File: src/rtl/bp_pkg.sv
package bp_pkg;
  localparam int unsigned DEF_M_BITS = 2;
  localparam int unsigned DEF_N_BITS = 2;
  localparam int unsigned DEF_K_BITS = 4;
  localparam int unsigned DEF_PC_W   = 32;

  typedef enum logic {
    DIR_NOT_TAKEN = 1'b0,
    DIR_TAKEN     = 1'b1
  } dir_e;
endpackage

File: src/rtl/bp_ghist.sv
module bp_ghist #(
  parameter int unsigned M_BITS = bp_pkg::DEF_M_BITS,
  localparam int unsigned HW    = (M_BITS > 0) ? M_BITS : 1
) (
  input  logic          clk_i,
  input  logic          rst_ni,
  input  logic          shift_i,
  input  logic          bit_i,
  output logic [HW-1:0] hist_o
);
  generate
    if (M_BITS == 0) begin : g_none
      logic unused_in;
      assign unused_in = ^{clk_i, rst_ni, shift_i, bit_i};
      assign hist_o = '0;
    end else begin : g_reg
      logic [HW-1:0] hist_q;
      logic [HW:0]   ext;
      assign ext = {hist_q, bit_i};
      always_ff @(posedge clk_i or negedge rst_ni) begin
        if (!rst_ni)      hist_q <= '0;
        else if (shift_i) hist_q <= ext[HW-1:0];
      end
      assign hist_o = hist_q;
    end
  endgenerate
endmodule

File: src/rtl/bp_ctr_table.sv
module bp_ctr_table #(
  parameter int unsigned N_BITS = bp_pkg::DEF_N_BITS,
  parameter int unsigned IDX_W  = bp_pkg::DEF_M_BITS + bp_pkg::DEF_K_BITS,
  localparam int unsigned ENTRIES = 1 << IDX_W
) (
  input  logic              clk_i,
  input  logic              rst_ni,
  input  logic [IDX_W-1:0]  rd_idx_i,
  output logic [N_BITS-1:0] rd_cnt_o,
  input  logic              wr_en_i,
  input  logic              wr_up_i,
  input  logic [IDX_W-1:0]  wr_idx_i
);
  localparam logic [N_BITS-1:0] CNT_MAX = '1;
  localparam logic [N_BITS-1:0] WEAK_NT = CNT_MAX >> 1;

  logic [ENTRIES-1:0][N_BITS-1:0] cnt_q;
  logic [N_BITS-1:0] wr_cur;

  assign wr_cur = cnt_q[wr_idx_i];

  always_ff @(posedge clk_i or negedge rst_ni) begin
    if (!rst_ni) begin
      for (int i = 0; i < ENTRIES; i++) cnt_q[i] <= WEAK_NT;
    end else if (wr_en_i) begin
      if (wr_up_i && wr_cur != CNT_MAX)  cnt_q[wr_idx_i] <= wr_cur + 1'b1;
      else if (!wr_up_i && wr_cur != '0) cnt_q[wr_idx_i] <= wr_cur - 1'b1;
    end
  end

  // read from the registered array: same-cycle update is not visible
  assign rd_cnt_o = cnt_q[rd_idx_i];
endmodule

File: src/rtl/bp_corr_pred.sv
module bp_corr_pred #(
  parameter int unsigned M_BITS = bp_pkg::DEF_M_BITS,
  parameter int unsigned N_BITS = bp_pkg::DEF_N_BITS,
  parameter int unsigned K_BITS = bp_pkg::DEF_K_BITS,
  parameter int unsigned PC_W   = bp_pkg::DEF_PC_W
) (
  input  logic            clk_i,
  input  logic            rst_ni,
  input  logic [PC_W-1:0] lkp_pc_i,
  output logic            lkp_taken_o,
  input  logic            upd_valid_i,
  input  logic [PC_W-1:0] upd_pc_i,
  input  logic            upd_taken_i
);
  localparam int unsigned HW    = (M_BITS > 0) ? M_BITS : 1;
  localparam int unsigned IDX_W = M_BITS + K_BITS;

  logic [HW-1:0]     hist;
  logic [IDX_W-1:0]  rd_idx, wr_idx;
  logic [N_BITS-1:0] rd_cnt;
  bp_pkg::dir_e      pred;

  bp_ghist #(.M_BITS(M_BITS)) u_hist (
    .clk_i   (clk_i),
    .rst_ni  (rst_ni),
    .shift_i (upd_valid_i),
    .bit_i   (upd_taken_i),
    .hist_o  (hist)
  );

  generate
    if (M_BITS == 0) begin : g_flat
      logic unused_hist;
      assign unused_hist = ^hist;
      assign rd_idx = lkp_pc_i[K_BITS-1:0];
      assign wr_idx = upd_pc_i[K_BITS-1:0];
    end else begin : g_corr
      assign rd_idx = {hist, lkp_pc_i[K_BITS-1:0]};
      assign wr_idx = {hist, upd_pc_i[K_BITS-1:0]};
    end
    if (PC_W > K_BITS) begin : g_hi
      logic unused_pc_hi;
      assign unused_pc_hi = ^{lkp_pc_i[PC_W-1:K_BITS], upd_pc_i[PC_W-1:K_BITS]};
    end
  endgenerate

  bp_ctr_table #(.N_BITS(N_BITS), .IDX_W(IDX_W)) u_tbl (
    .clk_i    (clk_i),
    .rst_ni   (rst_ni),
    .rd_idx_i (rd_idx),
    .rd_cnt_o (rd_cnt),
    .wr_en_i  (upd_valid_i),
    .wr_up_i  (upd_taken_i),
    .wr_idx_i (wr_idx)
  );

  assign pred        = bp_pkg::dir_e'(rd_cnt[N_BITS-1]);
  assign lkp_taken_o = (pred == bp_pkg::DIR_TAKEN);
endmodule

File: config.mk
export PLATFORM = sky130hd
export DESIGN_NAME = bp_corr_pred
export DESIGN_NICKNAME = d
export VERILOG_FILES = /design/src/rtl/bp_pkg.sv /design/src/rtl/bp_ghist.sv /design/src/rtl/bp_ctr_table.sv /design/src/rtl/bp_corr_pred.sv
export SDC_FILE = /design/constraint.sdc
export NUM_CORES = 1
export LEC_CHECK = 0
export ABC_AREA = 0
export BUFFER_PORTS_ARGS = -buffer_cell sky130_fd_sc_hd__buf_2
export CORE_MARGIN = 2
export CORE_UTILIZATION = 44
export CTS_CLUSTER_DIAMETER = 120
export DETAILED_ROUTE_END_ITERATION = 7
export SYNTH_ARGS = -nofsm -noshare
export SYNTH_HDL_FRONTEND = slang
export SYNTH_SLANG_ARGS = --single-unit
File: constraint.sdc
create_clock -name clk_i -period 4.9 [get_ports clk_i]
set_clock_uncertainty 0.05 [all_clocks]
set_input_delay 0.49 -clock clk_i [delete_from_list [all_inputs] [get_ports clk_i]]
set_output_delay 0.49 -clock clk_i [all_outputs]
set_load 0.02 [all_outputs]
==> metrics list <==
- Pre-CTS worst setup slack: 486 ps
- Fraction of registers with async set or reset after synthesis: 100%
* DIE AREA: 17700 um2
- Post-CTS setup buffer count: 0
- TritonCTS built the clock tree.
- The final number of max-transition violations came to 0.
- The synthesized netlist devotes 10.6% of its cell area to simple gates.
* Die width: 133 um
- Number of placement rows: 47
* Cell Area, Placed: 7520 um2
- After layout, the worst setup slack is 721 ps.
* DR WL/cell: 22.0 um
* Cell internal pwr: 2.69 mW
- The path class of the tightest hold or removal check is in2async.
- By area, the combinational part of the netlist is dominated by multiplexers.
- The count of buffers added on input and output ports is 12.
- Headroom to the max-slew limit came out at 24.1%.
- The detail route stage leaves a number of antenna-violating nets equal to 0.
* Number of buffers inserted during clock tree synthesis: 17
- Dominant delay contributor by cell family on the critical path: simple AND/OR/NAND/NOR gates
- Clock-pin slew was measured on the worst setup and hold paths at 50 ps.
- The tree is rooted in a sky130_fd_sc_hd__clkbuf_16.
* Pin count of the biggest net entering global routing: 66
- Max-cap violations in this run came to 0.
- The total count of hold-check failures in the final report was 0.
- The worst setup path is captured at a register.
- The first global-routing pass estimated 30.2 mm of wire.
- At the worst endpoint, the arrival time is 4430 ps.
- Final Wtd Congestion: 0.862
* Sequential group share of total power: 43.1%
* Global-route total usage across every layer: 22.5%
* Initial Util: 44.7%
- Number of synthesized flops with an enable pin: 0
- Die boundary height: 133 um
- Wires add up to 18.9 mm.
* Top cell type by total area after synthesis: sky130_fd_sc_hd__dfstp_2
- Worst skew pair latency: 420 ps
- Portion of the post-synthesis area used by sequential elements: 45.5%
* Crit start category: register
- Summing every instance area after synthesis gives 7330 um2.
- Setup-violating endpoint count in the final report: 0
- For the final routed database, the setup TNS stands at 0 ps.
- In this run the power spent charging and discharging nets is 1.10 mW.
- The startpoint identified for the worst register-to-register timing path is u_hist.hist_o[0].
* Unrepaired setup endpoints after global routing: false
- Across all layers, the routed design uses 5290 vias.
- Length of the first detailed-routing pass in iterations: 5
- Critical path peak fanout: 65
- Count of state elements after synthesis: 130
* Standard cell core area: 16400 um2
- After synthesis, the largest area contributor takes up 22.9% of total cell area.
* Number of antenna violations at the first check in global routing: 0
* Actual slew at the worst max-slew pin: 1140 ps
* Post-cts sizing count: 0
- Ratio of final minimum period to clock period: 85.3%
- The via count of the first global-routing pass came to 5319.
- Ratio of cells with drive above 1 in the final layout: 36.1%
* Ordered list of cells on the worst path: nor2b_1 -> nor2b_1 -> nand3_1 -> nand4_1 -> buf_4 -> nor2_1 -> ha_1 -> mux2_2 -> nor3b_2 -> nand2_1 -> buf_4 -> nor2_1 -> mux2_2
- Post-layout net count: 697
* Critical-path cell with the highest stage delay: sky130_fd_sc_hd__buf_4
* Mapped Nets: 708
- Synthesized-area fraction occupied by xor and xnor cells: 0.119%
- Required time reported for the critical path endpoint: 5160 ps
- Leading register cell type out of synthesis: sky130_fd_sc_hd__dfrtp_1
- From synthesis to final layout, the design area changed by 10.5%.
* Warnings, synthesis: 0
* Adder and majority gate portion of the synthesized area: 0.341%
- Counting the fill cells in the layout gives 1443.
- 0 antenna diodes ended up in the layout.
- Count of boundary I/O pins: 69
- Critical path start-end classification: reg2reg
- Clock network power share: 33.5%
- Each instance of the synthesized netlist takes up on average 11.5 um2.
- Post-synthesis mux area share: 24.6%
* Remaining Overflow, GRT: 0
- Yosys mapped the design onto 45 distinct sky130hd cell types.
- CTS H-tree lvls: 4
- FF+latch area: 3330 um2
- Area of the multi-input gates: 3640 um2
* Proportion of power drawn by combinational gates: 23.5%
- The finished cells cover 8100 um2.
* Clk buf depth: 2
- Via-per-instance ratio: 6.15
* Delay of the slowest cell on the worst path: 640 ps
- Pleak: 3.29 nW
- Together, buffers and inverters on the worst path number 2.
- After technology mapping, the gate count stands at 638.
- Detailed placement finished with a half-perimeter wire length of 12.1 mm.
- Fraction of the mapped netlist area in compound gates: 14.0%
- Launch point of the worst path: u_hist.hist_o[0]
- Across the VDD grid, the largest voltage drop is 0.000261 V.
* DRC Markers: 0
- Sw Ratio: 29.0%
- Highest clock frequency the design can meet: 0.239 GHz
* Period minus WS final: 4180 ps
* Worst-case reg-to-reg path depth: 13
- In this run the power density over the cells is 468 nW/um2.
- Number of clock sinks: 130
* Top cells by area, synth: sky130_fd_sc_hd__dfstp_2, sky130_fd_sc_hd__dfrtp_1, sky130_fd_sc_hd__mux2_2
* CTS Hold Buffers Added: 0
- CP Depth: 13
- The run finished with clean final reports.
- DR iter-0 viols: 498
## metal layers
layer	GRT usage, %	vias to the layer above	wire length (um)
li1	-	2380	-
met1	29.7	2694	8290
met2	36.0	180	9070
met3	5.94	36	1060
met4	7.95	0	481
met5	0	-	0
## placed cells by master (no fill, tap or decap), drive strengths merged, types with 2 or more instances in the layout
cell	Yosys	layout
a211oi	2	2
a21oi	4	4
a221oi	10	10
a22oi	18	18
and2	5	5
and2b	3	3
and3b	2	2
and4bb	3	3
buf	42	33
bufinv	0	3
clkbuf	21	26
clkinv	0	3
dfrtp	66	66
dfstp	64	64
ha	2	2
inv	2	2
mux2	71	71
mux2i	44	44
mux4	25	25
nand2	81	81
nand2b	4	4
nand3	9	9
nand4	3	3
nor2	37	37
nor2b	8	8
o21ai	33	33
o22ai	3	3
o31ai	32	32
o41ai	32	32
or2	3	3
## layout make-up
cell class	count	area share, %
Clock buffer	26	5.92
Timing Repair Buffer	33	3.18
Inverter	2	0.0927
Multi-Input combinational cell	443	45.0
Sequential cell	130	41.1
Clock inverter	6	1.30
Tap cell	220	3.40
## cells by family after synthesis
group | Yosys count
compound gates | 136
simple gates | 164
fa+ha+maj | 2
flops | 130
xor+xnor | 1
mux | 140
buf+inv | 65
## cells in the mapped netlist, types with 6 or more instances
cell type                   n
sky130_fd_sc_hd__a22oi_1   18
sky130_fd_sc_hd__nor2_1    37
sky130_fd_sc_hd__o41ai_2    6
sky130_fd_sc_hd__mux4_2    25
sky130_fd_sc_hd__nor2b_1    8
sky130_fd_sc_hd__o31ai_1   32
sky130_fd_sc_hd__dfstp_2   64
sky130_fd_sc_hd__o21ai_0   33
sky130_fd_sc_hd__nand3_1    9
sky130_fd_sc_hd__clkbuf_1  21
sky130_fd_sc_hd__buf_4     10
sky130_fd_sc_hd__a221oi_1  10
sky130_fd_sc_hd__buf_6      7
sky130_fd_sc_hd__buf_2     24
sky130_fd_sc_hd__nand2_1   81
sky130_fd_sc_hd__mux2i_1   44
sky130_fd_sc_hd__dfrtp_1   66
sky130_fd_sc_hd__mux2_2    68
sky130_fd_sc_hd__o41ai_1   26
## final timing paths
path | to | slack, ps
max | u_tbl.cnt_q[91] | 720
min | u_tbl.cnt_q[103] | 100
max reg2reg | u_tbl.cnt_q[91] | 720
min reg2reg | register | 420
max in group asynchronous | async pin | 3670
min in group clk_i | u_hist.hist_o[0] | 300
## worst reg2reg max path: stages, from the launching register on
cell                      delay [ps]
sky130_fd_sc_hd__dfrtp_1         570
sky130_fd_sc_hd__nor2b_1         300
sky130_fd_sc_hd__nor2b_1         390
sky130_fd_sc_hd__nand3_1         140
sky130_fd_sc_hd__nand4_1         150
sky130_fd_sc_hd__buf_4           640
sky130_fd_sc_hd__nor2_1           90
sky130_fd_sc_hd__ha_1            210
sky130_fd_sc_hd__mux2_2          310
sky130_fd_sc_hd__nor3b_2         260
sky130_fd_sc_hd__nand2_1         180
sky130_fd_sc_hd__buf_4           270
sky130_fd_sc_hd__nor2_1          140
sky130_fd_sc_hd__mux2_2          350
## power groups by stage
stage | logic, mW | registers (mW) | clock network, mW
floorplan | 0.696 | 1.57 | 0
global placement | 0.861 | 1.63 | 0
detailed placement | 0.889 | 1.64 | 0
CTS | 0.892 | 1.63 | 1.30
global route | 0.971 | 1.67 | 1.34
finish | 0.890 | 1.63 | 1.27
## stage by stage
stage          utilization [%]  power (mW)  instances  hold WS [ps]
2_1_floorplan                -        2.27        638           144
3_3_place_gp              45.8        2.49        828           407
3_5_place_dp              45.8        2.53        828           412
4_1_cts                   49.4        3.82        860           102
5_1_grt                   49.4        3.98        860           140
6_report                  49.4        3.79        860          95.8
Power figures use the tool's default switching activity.
